===== src/rtl/adc_seq_pkg.sv =====
package adc_seq_pkg;

  typedef enum logic [1:0] {
    PH_IDLE = 2'd0,
    PH_WR   = 2'd1,
    PH_WAIT = 2'd2,
    PH_RD   = 2'd3
  } seq_phase_t;

  // Minimum number of clocks covering a duration given in ns, rounded up.
  function automatic int ns_to_cycles(input int dur_ns, input int period_ps);
    longint num;
    num = longint'(dur_ns) * 1000 + longint'(period_ps) - 1;
    return int'(num / longint'(period_ps));
  endfunction

  function automatic int max2(input int a, input int b);
    return (a > b) ? a : b;
  endfunction

endpackage


===== src/rtl/adc_sync_fall.sv =====
module adc_sync_fall #(
  parameter int STAGES = 2
) (
  input  logic clk,
  input  logic rst_n,
  input  logic din_n,
  output logic fall
);

  logic [STAGES-1:0] chain_q;
  logic              last_q;

  generate
    if (STAGES == 1) begin : g_single
      always_ff @(posedge clk or negedge rst_n) begin
        if (!rst_n) chain_q <= '1;
        else        chain_q <= din_n;
      end
    end else begin : g_multi
      always_ff @(posedge clk or negedge rst_n) begin
        if (!rst_n) chain_q <= '1;
        else        chain_q <= {chain_q[STAGES-2:0], din_n};
      end
    end
  endgenerate

  always_ff @(posedge clk or negedge rst_n) begin
    if (!rst_n) last_q <= 1'b1;
    else        last_q <= chain_q[STAGES-1];
  end

  assign fall = last_q & ~chain_q[STAGES-1];

endmodule


===== src/rtl/adc_down_counter.sv =====
module adc_down_counter #(
  parameter int W = 8
) (
  input  logic         clk,
  input  logic         rst_n,
  input  logic         load,
  input  logic [W-1:0] load_val,
  input  logic         dec,
  output logic         zero
);

  logic [W-1:0] cnt_q;

  always_ff @(posedge clk or negedge rst_n) begin
    if (!rst_n)                  cnt_q <= '0;
    else if (load)               cnt_q <= load_val;
    else if (dec && cnt_q != '0) cnt_q <= cnt_q - 1'b1;
  end

  assign zero = (cnt_q == '0);

endmodule


===== src/rtl/adc_handshake_seq.sv =====
module adc_handshake_seq
  import adc_seq_pkg::*;
#(
  parameter int CLK_PERIOD_PS = 5000,
  parameter int WR_MIN_NS     = 220,
  parameter int RD_MIN_NS     = 220,
  parameter int TIMEOUT_NS    = 150000,
  parameter int DATA_W        = 8,
  parameter int SYNC_STAGES   = 2
) (
  input  logic              clk,
  input  logic              rst_n,
  input  logic              bus_wr_en,
  input  logic              bus_addr,
  output logic [DATA_W-1:0] bus_rdata,
  output logic              adc_wr_n,
  output logic              adc_rd_n,
  input  logic              adc_done_n,
  input  logic [DATA_W-1:0] adc_data
);

  localparam int WR_CYC  = ns_to_cycles(WR_MIN_NS, CLK_PERIOD_PS);
  localparam int RD_CYC  = ns_to_cycles(RD_MIN_NS, CLK_PERIOD_PS);
  localparam int TO_CYC  = ns_to_cycles(TIMEOUT_NS, CLK_PERIOD_PS);
  localparam int STB_MAX = max2(WR_CYC, RD_CYC);
  localparam int STB_W   = $clog2(STB_MAX + 1);
  localparam int TO_W    = $clog2(TO_CYC + 1);
  localparam int STAT_W  = 3;

  seq_phase_t phase_q, phase_d;

  logic              done_fall;
  logic              stb_zero, to_zero;
  logic              stb_load, to_load;
  logic [STB_W-1:0]  stb_val;
  logic              start_req, capture, timeout_hit;
  logic              busy;
  logic              wr_n_q, rd_n_q;
  logic              valid_q, err_q;
  logic [DATA_W-1:0] hold_q;

  // Done line synchronizer and falling-edge detector
  adc_sync_fall #(.STAGES(SYNC_STAGES)) u_done_sync (
    .clk   (clk),
    .rst_n (rst_n),
    .din_n (adc_done_n),
    .fall  (done_fall)
  );

  // One counter times both strobes; they never overlap
  adc_down_counter #(.W(STB_W)) u_stb_cnt (
    .clk      (clk),
    .rst_n    (rst_n),
    .load     (stb_load),
    .load_val (stb_val),
    .dec      ((phase_q == PH_WR) || (phase_q == PH_RD)),
    .zero     (stb_zero)
  );

  // Watchdog on the conversion wait
  adc_down_counter #(.W(TO_W)) u_to_cnt (
    .clk      (clk),
    .rst_n    (rst_n),
    .load     (to_load),
    .load_val (TO_W'(TO_CYC - 1)),
    .dec      (phase_q == PH_WAIT),
    .zero     (to_zero)
  );

  assign busy        = (phase_q != PH_IDLE);
  assign start_req   = bus_wr_en && !bus_addr && !busy;
  assign capture     = (phase_q == PH_RD) && stb_zero;
  assign timeout_hit = (phase_q == PH_WAIT) && !done_fall && to_zero;
  assign stb_load    = start_req || ((phase_q == PH_WAIT) && done_fall);
  assign stb_val     = start_req ? STB_W'(WR_CYC - 1) : STB_W'(RD_CYC - 1);
  assign to_load     = (phase_q == PH_WR) && stb_zero;

  always_comb begin
    phase_d = phase_q;
    unique case (phase_q)
      PH_IDLE: if (start_req) phase_d = PH_WR;
      PH_WR:   if (stb_zero)  phase_d = PH_WAIT;
      PH_WAIT: begin
        if (done_fall)    phase_d = PH_RD;
        else if (to_zero) phase_d = PH_IDLE;
      end
      PH_RD:   if (stb_zero)  phase_d = PH_IDLE;
      default: phase_d = PH_IDLE;
    endcase
  end

  always_ff @(posedge clk or negedge rst_n) begin
    if (!rst_n) begin
      phase_q <= PH_IDLE;
      wr_n_q  <= 1'b1;
      rd_n_q  <= 1'b1;
    end else begin
      phase_q <= phase_d;
      wr_n_q  <= (phase_d != PH_WR);
      rd_n_q  <= (phase_d != PH_RD);
    end
  end

  always_ff @(posedge clk or negedge rst_n) begin
    if (!rst_n) begin
      hold_q  <= '0;
      valid_q <= 1'b0;
      err_q   <= 1'b0;
    end else begin
      if (start_req) begin
        valid_q <= 1'b0;
        err_q   <= 1'b0;
      end
      if (capture) begin
        hold_q  <= adc_data;
        valid_q <= 1'b1;
      end
      if (timeout_hit) err_q <= 1'b1;
    end
  end

  assign adc_wr_n  = wr_n_q;
  assign adc_rd_n  = rd_n_q;
  assign bus_rdata = bus_addr ? {{(DATA_W-STAT_W){1'b0}}, err_q, busy, valid_q}
                              : hold_q;

endmodule


===== config.mk =====
export PLATFORM = sky130hd
export DESIGN_NAME = adc_handshake_seq
export DESIGN_NICKNAME = d
export VERILOG_FILES = /design/src/rtl/adc_seq_pkg.sv /design/src/rtl/adc_sync_fall.sv /design/src/rtl/adc_down_counter.sv /design/src/rtl/adc_handshake_seq.sv
export SDC_FILE = /design/constraint.sdc
export NUM_CORES = 1
export LEC_CHECK = 0
export BUFFER_PORTS_ARGS = -buffer_cell sky130_fd_sc_hd__buf_2
export CAP_MARGIN = 30
export CORE_ASPECT_RATIO = 1.4
export CORE_MARGIN = 5
export CORE_UTILIZATION = 30
export CTS_BUF_LIST = sky130_fd_sc_hd__clkbuf_4 sky130_fd_sc_hd__clkbuf_8 sky130_fd_sc_hd__clkbuf_16
export CTS_CLUSTER_DIAMETER = 30
export DETAILED_ROUTE_END_ITERATION = 10
export MAX_ROUTING_LAYER = met4
export PLACE_DENSITY = 0.48
export SLEW_MARGIN = 20
export SYNTH_ARGS = -nofsm -noshare
export SYNTH_HDL_FRONTEND = slang
export SYNTH_HIERARCHICAL = 1
export SYNTH_SLANG_ARGS = --single-unit

===== constraint.sdc =====
create_clock -name clk -period 5.4 [get_ports clk]
set_input_delay 1.62 -clock clk [delete_from_list [all_inputs] [get_ports clk]]
set_output_delay 1.62 -clock clk [all_outputs]
set_load 0.02 [all_outputs]

Yosys cells after proc, flatten, opt, wreduce, memory -nomap -nowiden
Index checks and enable logic that the tools add are counted.

Logic and storage cells: 57. Register bits: 38. Output and inout port bits: 10.

Equality and inequality tests: 5. Bitwise logic cells: 2. Muxes and demuxes: 14. Reductions and logical operators: 24. Add/sub/neg operators: 2.

Operators by type and width (number): two-way mux 15 bit (2); logical NOT 15 bit (1); nonzero test 15 bit (1); subtractor 15 x 1 -> 15 bit (second input constant) (1); two-way mux 6 bit (2); two-way mux 2 bit (5); nonzero test 2 bit (5); logical AND 1 bit (9); two-way mux 8 bit (1); case mux 2 bit (4 select lines) (1); logical NOT 6 bit (1); nonzero test 6 bit (1); subtractor 6 x 1 -> 6 bit (second input constant) (1); == test 2 bit (second input constant) (2); logical NOT 1 bit (3); two-way mux 1 bit (3); == test 2 x 1 -> 1 bit (second input constant) (1); logical NOT 2 bit (1); logical OR 1 bit (2); != test 2 x 1 -> 1 bit (second input constant) (1); != test 2 bit (second input constant) (1); bitwise AND 1 bit (1); inverter 1 bit (1).

Longest topological paths before layout
Gate-level depths: netlist of run 1.

Depth in word-level cells: 6. Gate-level depth with buffers: 10.

By module
Netlist of run 1, hierarchy kept.

Modules (own cells, without submodules): adc_down_counter at u_to_cnt (area each 948.4 um^2, cells an instance 113, times used 1); adc_handshake_seq (area each 665.6 um^2, cells an instance 57, times used 1); adc_down_counter at u_stb_cnt (area each 395.4 um^2, cells an instance 44, times used 1); adc_sync_fall (area each 92.6 um^2, cells an instance 4, times used 1).

Worst setup path before layout of run 1
No wires, ideal clock.

Path kind: input to output. From: in bus_addr. To: out bus_rdata[1]. Data required time: 3.780 ns. Data arrival time: 2.188 ns. Stages: 3. Setup slack: 1.592 ns. Cell sequence: buf_2 > nor2_1 > a21oi_1.

Longest elaborated chain between the ends: 1.

RTL lines: start, declared (line adc_handshake_seq.sv:14) `input logic bus_addr,`; two-way mux 8 bit (line adc_handshake_seq.sv:124) `assign bus_rdata = bus_addr ? {{(DATA_W-STAT_W){1'b0}}, err_q, busy, valid_q}`; end, declared (line adc_handshake_seq.sv:15) `output logic [DATA_W-1:0] bus_rdata,`.

No other way between the ends.

Final worst setup path of run 1
From: in bus_addr. To: out bus_rdata[2].

The elaborated chain is that of the path after synthesis.

==> results.json, run 1 <==
{
  "leakagePower_uw": 0.00107,
  "cp_top_family": "buffers and inverters",
  "fp.dieW_um": 80.7,
  "post-cts-setup-buffers": 0,
  "p_sw_share_pct": 37.3,
  "synth_area_leaders": "dfrtp_1 (39%), dfstp_2 (6.3%), mux2_2 (5.4%), nor2_1 (3.2%), nand2_1 (2.5%)",
  "drive_above_1_share_pct": 21.5,
  "cts.path.max_buffers": 2,
  "htreeDepth": 2,
  "cts-resized-gates": 0,
  "via_per_inst": 4.75,
  "seq_area_frac_synth_pct": 45.5,
  "totalWireLength_um": 4540,
  "netlist_area_sq_um": 2100,
  "antenna_found_initial": 0,
  "first_global_vias": 1635,
  "core_area_sq_um": 6890,
  "skew_ns": 0.0106,
  "p_int_uw": 682,
  "drc": 0,
  "syn_area_per_cell_sq_um": 9.64,
  "r2r_cells": 7,
  "cap_violations": 0,
  "status": "complete, no violations",
  "synthArstFlopShare_pct": 100,
  "place.detailed.hpwl_um": 3160,
  "wire_per_inst_um": 12.8,
  "start_kind": "input port",
  "seq_power_share_pct": 46.6,
  "dieArea_sq_um": 8800,
  "tightest_slew_ns": 0.814,
  "criticalPathCategory": "input port to primary output",
  "layout.nets": 275,
  "track_usage_pct": 11.6,
  "cp_cell_sequence": "buf_2 -> mux2_2 -> buf_2",
  "fin_crit_sh_pct": 73.1,
  "num_rows": 36,
  "initial_core_util_pct": 30.5,
  "ys_types": 55,
  "synth_seq_cells": 38,
  "arrival_ns": 2.33,
  "power_uw": 1090,
  "cpPeakStageDelay_ns": 0.35,
  "worstHoldPathType": "flip-flop to flip-flop",
  "power_density_nw_per_um2": 438,
  "clk_pin_slew_ns": 0.07,
  "peakVddDrop_uv": 171,
  "n_fill_cell": 706,
  "cts_sinks": 38,
  "cp_slowest_cell": "mux2_2",
  "fmax_ghz": 0.253,
  "setup_violations": 0,
  "synthTopCellsByCount": "dfrtp_1 (33), nor2_1 (18), nand2_1 (14)",
  "cp.depth": 3,
  "syn_inst": 218,
  "grt_overflow": 0,
  "hold_viol": 0,
  "cpMostUsedCell": "buf_2",
  "relSlewSlack_pct": 45.0,
  "synth_top_area_share_pct": 39.3,
  "cts_tree": "built",
  "ant_nets": 0,
  "root_buffer": "clkbuf_8",
  "p_sw_uw": 406,
  "clock_latency_ns": 0.29,
  "io_pins": 23,
  "worstSetupEndpointType": "primary output",
  "routabilityCongestion": 0.784,
  "yosysWarnings": 6,
  "synth-edff-count": 0,
  "chipHeight_um": 109,
  "holdWs_ns": 0.357,
  "vias": 1687,
  "crit_fanout": 11,
  "num_antenna_cells": 0,
  "syn_to_final_growth_pct": 18.2,
  "p_comb_share_pct": 34.2,
  "holdBufCountCts": 0,
  "synthFlopType": "dfrtp_1",
  "rsz0062_at_grt": "no",
  "fin_tns_setup_ns": 0,
  "synth.most_common_cell": "dfrtp_1",
  "cts-buffers-inserted": 5,
  "crit_required_ns": 3.78,
  "drt_iter0_drc": 48,
  "first_pass_iters": 4,
  "portBuffers": 22,
  "holdPathStages": 0,
  "cp.buffers_inverters": 2,
  "slew_violations": 0,
  "layout_min_cycle_time_ns": 3.95,
  "clkPwrFrac_pct": 19.2,
  "synth_top_cell_by_area": "dfrtp_1",
  "grt_first_pass_wirelength_um": 7670,
  "grt_max_degree": 39
}
## path summary, 6_finish.rpt
check | startpoint | end | slack, ns
max in group asynchronous | rst_n | u_done_sync/last_q | 3.69
worst min-delay path | u_done_sync/chain_q[0] | u_done_sync/chain_q[1] | 0.36
worst min register to register | u_done_sync/chain_q[0] | u_done_sync/chain_q[1] | 0.36
min in group asynchronous | rst_n | u_stb_cnt/cnt_q[4] | 1.18
worst max-delay path | bus_addr | bus_rdata[2] | 1.45
worst max register to register | u_stb_cnt/cnt_q[2] | u_to_cnt/cnt_q[3] | 2.38
## through the flow
step / area, sq um / setup WS (ns) / cells / util, %
3_3_place_gp: 2360 / 1.45 / 345 / 34.3
5_1_grt: 2480 / 1.41 / 355 / 36.1
3_5_place_dp: 2360 / 1.44 / 345 / 34.3
6_report: 2480 / 1.45 / 355 / 36.1
4_1_cts: 2460 / 1.44 / 353 / 35.7
2_1_floorplan: 2170 / 1.59 / 237 / -
## layout by cell type, fill, tap and decap left out, types with 3 or more instances in the layout
master    instances
dfrtp_1          33
o21ai_0          10
nand4_1           3
mux2_2           10
a21o_1            3
buf_2            22
o211ai_1          4
dfstp_2           5
nand2_1          14
nor3_1            3
inv_1            12
nand2b_1          3
ha_1              3
o31ai_1           3
nand3_1           7
nor4_1            3
or3_1             4
a31oi_1           7
clkbuf_8          6
nor2_1           18
a21oi_1          10
or4_1             4
conb_1           21
nor2b_1           8
## worst register-to-register path, stage by stage, from the launching register on
cell and delay, ns:
dfrtp_1 0.43, or3_1 0.49, nor2_1 0.31, and3b_1 0.70, inv_1 0.45, and3_1 0.30
a21oi_1 0.12, o41ai_1 0.09
## flip-flops by register name (all words and copies together), names as in the netlist
register,cells
u_to_cnt/cnt_q,15
hold_q,8
u_stb_cnt/cnt_q,6
phase_q,2
u_done_sync/chain_q,2
adc_rd_n,1
adc_wr_n,1
err_q,1
u_done_sync/last_q,1
valid_q,1
## final cells by class
cell class                      count  area (sq um)  area share [%]
Sequential cell                    38           957            38.5
Timing Repair Buffer               24           135            5.44
Multi-Input combinational cell    177          1130            45.5
Tap cell                           95           119            4.78
Inverter                           13          48.8            1.96
Clock inverter                      2          12.5           0.504
Clock buffer                        6          82.6            3.32
## routing by layer
metal  vias up  routed length (um)  track usage, %
met4         0                  68            3.99
met2        19                2300            19.4
li1        865                   -               -
met5         -                   0               -
met1       798                2050            13.7
met3         5                 122            2.48
## power groups by stage
stage | clock (uW) | sequential (uW) | combinational, uW
finish | 209 | 507 | 372
global route | 227 | 527 | 428
CTS | 217 | 506 | 377
detailed placement | 0 | 511 | 375
global placement | 0 | 510 | 371
floorplan | 0 | 484 | 301
## kinds of logic (layout without fill, tap and decap cells)
family / Yosys count / in the layout / share of synthesized area (%)
DFF: 38 / 38 / 45.5
buffers and inverters: 22 / 45 / 4.11
AOI/OAI and AO/OA: 55 / 55 / 17.9
other: 2 / 21 / 0.357
adders and majority gates: 3 / 3 / 1.79
and+or+nand+nor: 86 / 86 / 24.0
muxes: 12 / 12 / 6.31
Power figures use the tool's default switching activity.
==> inputs of run 2 (changes only) <==
clock period = 3.9 ns   (was 5.4 ns; I/O delays follow)
==> run 2 against run 1 <==
- design area is 1.7% higher
- power is 45% higher
- non-clock buffer count is 1 higher
- clock skew is 0.0016 ns lower
- hold slack hardly changed
- sequential power is 38% higher
- setup slack worse by 0.61 ns
- combinational power is 39% higher
- critical path depth stayed put
- critical path type unchanged
- largest cell class unchanged
- highest routed layer unchanged
==> results.json, run 2 (synthesis gave the netlist of run 1 again) <==
{
  "vias": 1703,
  "clock_latency_ns": 0.29,
  "crit_required_ns": 2.73,
  "power_uw": 1570,
  "track_usage_pct": 11.5,
  "holdBufCountCts": 0,
  "initial_core_util_pct": 30.5,
  "syn_to_final_growth_pct": 20.2,
  "drt_iter0_drc": 74,
  "totalWireLength_um": 4540,
  "min_from": "u_done_sync/chain_q[0]",
  "n_fill_cell": 711,
  "num_antenna_cells": 0,
  "top_register": "u_to_cnt/cnt_q",
  "tightest_slew_ns": 0.926,
  "grt_overflow": 0,
  "power_density_nw_per_um2": 623,
  "cp_top_family": "buffers and inverters",
  "criticalPathCategory": "input port to primary output",
  "grt_max_degree": 39,
  "first_global_vias": 1597,
  "num_rows": 36,
  "slew_violations": 0,
  "hold_viol": 0,
  "final_common_cell": "dfrtp_1",
  "multi_input_area_sq_um": 1130,
  "grt_first_pass_wirelength_um": 7580,
  "rr_startpoint": "u_stb_cnt/cnt_q[2]",
  "cts_sinks": 38,
  "cts-buffers-inserted": 5,
  "seq_area_sq_um": 957,
  "top_regs": "u_to_cnt/cnt_q x15, hold_q x8, u_stb_cnt/cnt_q x6",
  "cap_violations": 0,
  "setup_violations": 0,
  "clk_pin_slew_ns": 0.07,
  "rsz0062_at_grt": "no",
  "via_per_inst": 4.78,
  "layout.nets": 276,
  "skew_ns": 0.00902,
  "drc": 0,
  "hold_path_end": "u_done_sync/chain_q[1]",
  "status": "complete, no violations",
  "worstSetupEndpointType": "primary output",
  "largest_register_ffs": 15,
  "fp.dieW_um": 80.7,
  "fmax_ghz": 0.327,
  "peakVddDrop_uv": 196,
  "cpPeakStageDelay_ns": 0.35,
  "leakagePower_uw": 0.00109,
  "relSlewSlack_pct": 37.7,
  "holdPathStages": 0,
  "regToRegEndpoint": "u_to_cnt/cnt_q[4]",
  "ant_nets": 0,
  "routabilityCongestion": 0.804,
  "antenna_found_initial": 0,
  "cts_tree": "built",
  "fin_tns_setup_ns": 0,
  "core_area_sq_um": 6890,
  "holdWs_ns": 0.357,
  "cp_slowest_cell": "mux2_2",
  "layout_min_cycle_time_ns": 3.06,
  "r2r_cells": 6,
  "drive_above_1_share_pct": 21.8,
  "fin_crit_sh_pct": 78.4,
  "wire_per_inst_um": 12.8,
  "htreeDepth": 2,
  "place.detailed.hpwl_um": 3240,
  "portBuffers": 22,
  "arrival_ns": 1.89,
  "dieArea_sq_um": 8800,
  "post-cts-setup-buffers": 0,
  "crit_fanout": 11,
  "cpMostUsedCell": "buf_2",
  "worstHoldPathType": "flip-flop to flip-flop",
  "first_pass_iters": 4,
  "cp_cell_sequence": "buf_2 -> mux2_2 -> buf_2",
  "chipHeight_um": 109,
  "cts.path.max_buffers": 2,
  "root_buffer": "clkbuf_8",
  "finalWorstSetupSlack_ns": 0.844,
  "final_cell_mix": "dfrtp_1 (33), buf_2 (22), conb_1 (21), nor2_1 (18), nand2_1 (14)",
  "utilization_pct": 36.7,
  "cp.buffers_inverters": 2,
  "r2r_setup_slack_ns": 1.23,
  "cts-resized-gates": 0,
  "post-place-ws_ns": 0.848,
  "io_pins": 23,
  "start_kind": "input port"
}
run 2: worst reg2reg max path: stages, from the launching register on:
cell     delay (ns)
dfrtp_1        0.43
or3_1          0.50
nor2_1         0.30
and3b_1        0.46
inv_1          0.35
a31o_2         0.33
a41o_1         0.19
run 2: worst max path at each step:
stage             start      endpoint  slack (ns)  cells after the start
2_1_floorplan  bus_addr  bus_rdata[1]        0.99                      3
3_5_place_dp   bus_addr  bus_rdata[0]        0.85                      3
3_3_place_gp   bus_addr  bus_rdata[2]        0.86                      3
4_1_cts        bus_addr  bus_rdata[0]        0.85                      3
6_report       bus_addr  bus_rdata[0]        0.84                      3
5_1_grt        bus_addr  bus_rdata[0]        0.81                      3
run 2: final cells by class:
type                       instances  area share [%]
clock buffer                       7            3.56
clock inverter                     1            1.19
inverter                          13            1.93
multi-input combinational        177            44.7
sequential                        38            37.9
tap                               95            4.70
timing repair buffer              25            6.04
run 2: metrics by stage:
stage / cells / instance area, sq um
after floorplan: 237 / 2170
after global placement: 347 / 2380
after detailed placement: 347 / 2380
after CTS: 355 / 2500
after global routing: 356 / 2530
final: 356 / 2530
run 2: report_power, final:
part | internal (uW) | switching, uW
Combinational | 247 | 270
Sequential | 557 | 145
Clock | 216 | 140
Total | 1020 | 555
run 2: routing by layer:
layer	vias to the layer above	share of wire, %	track usage [%]
li1	864	-	-
met1	817	44	13.3
met2	17	52	19.2
met3	5	2.6	2.73
met4	0	1.2	4.35
met5	-	0	-
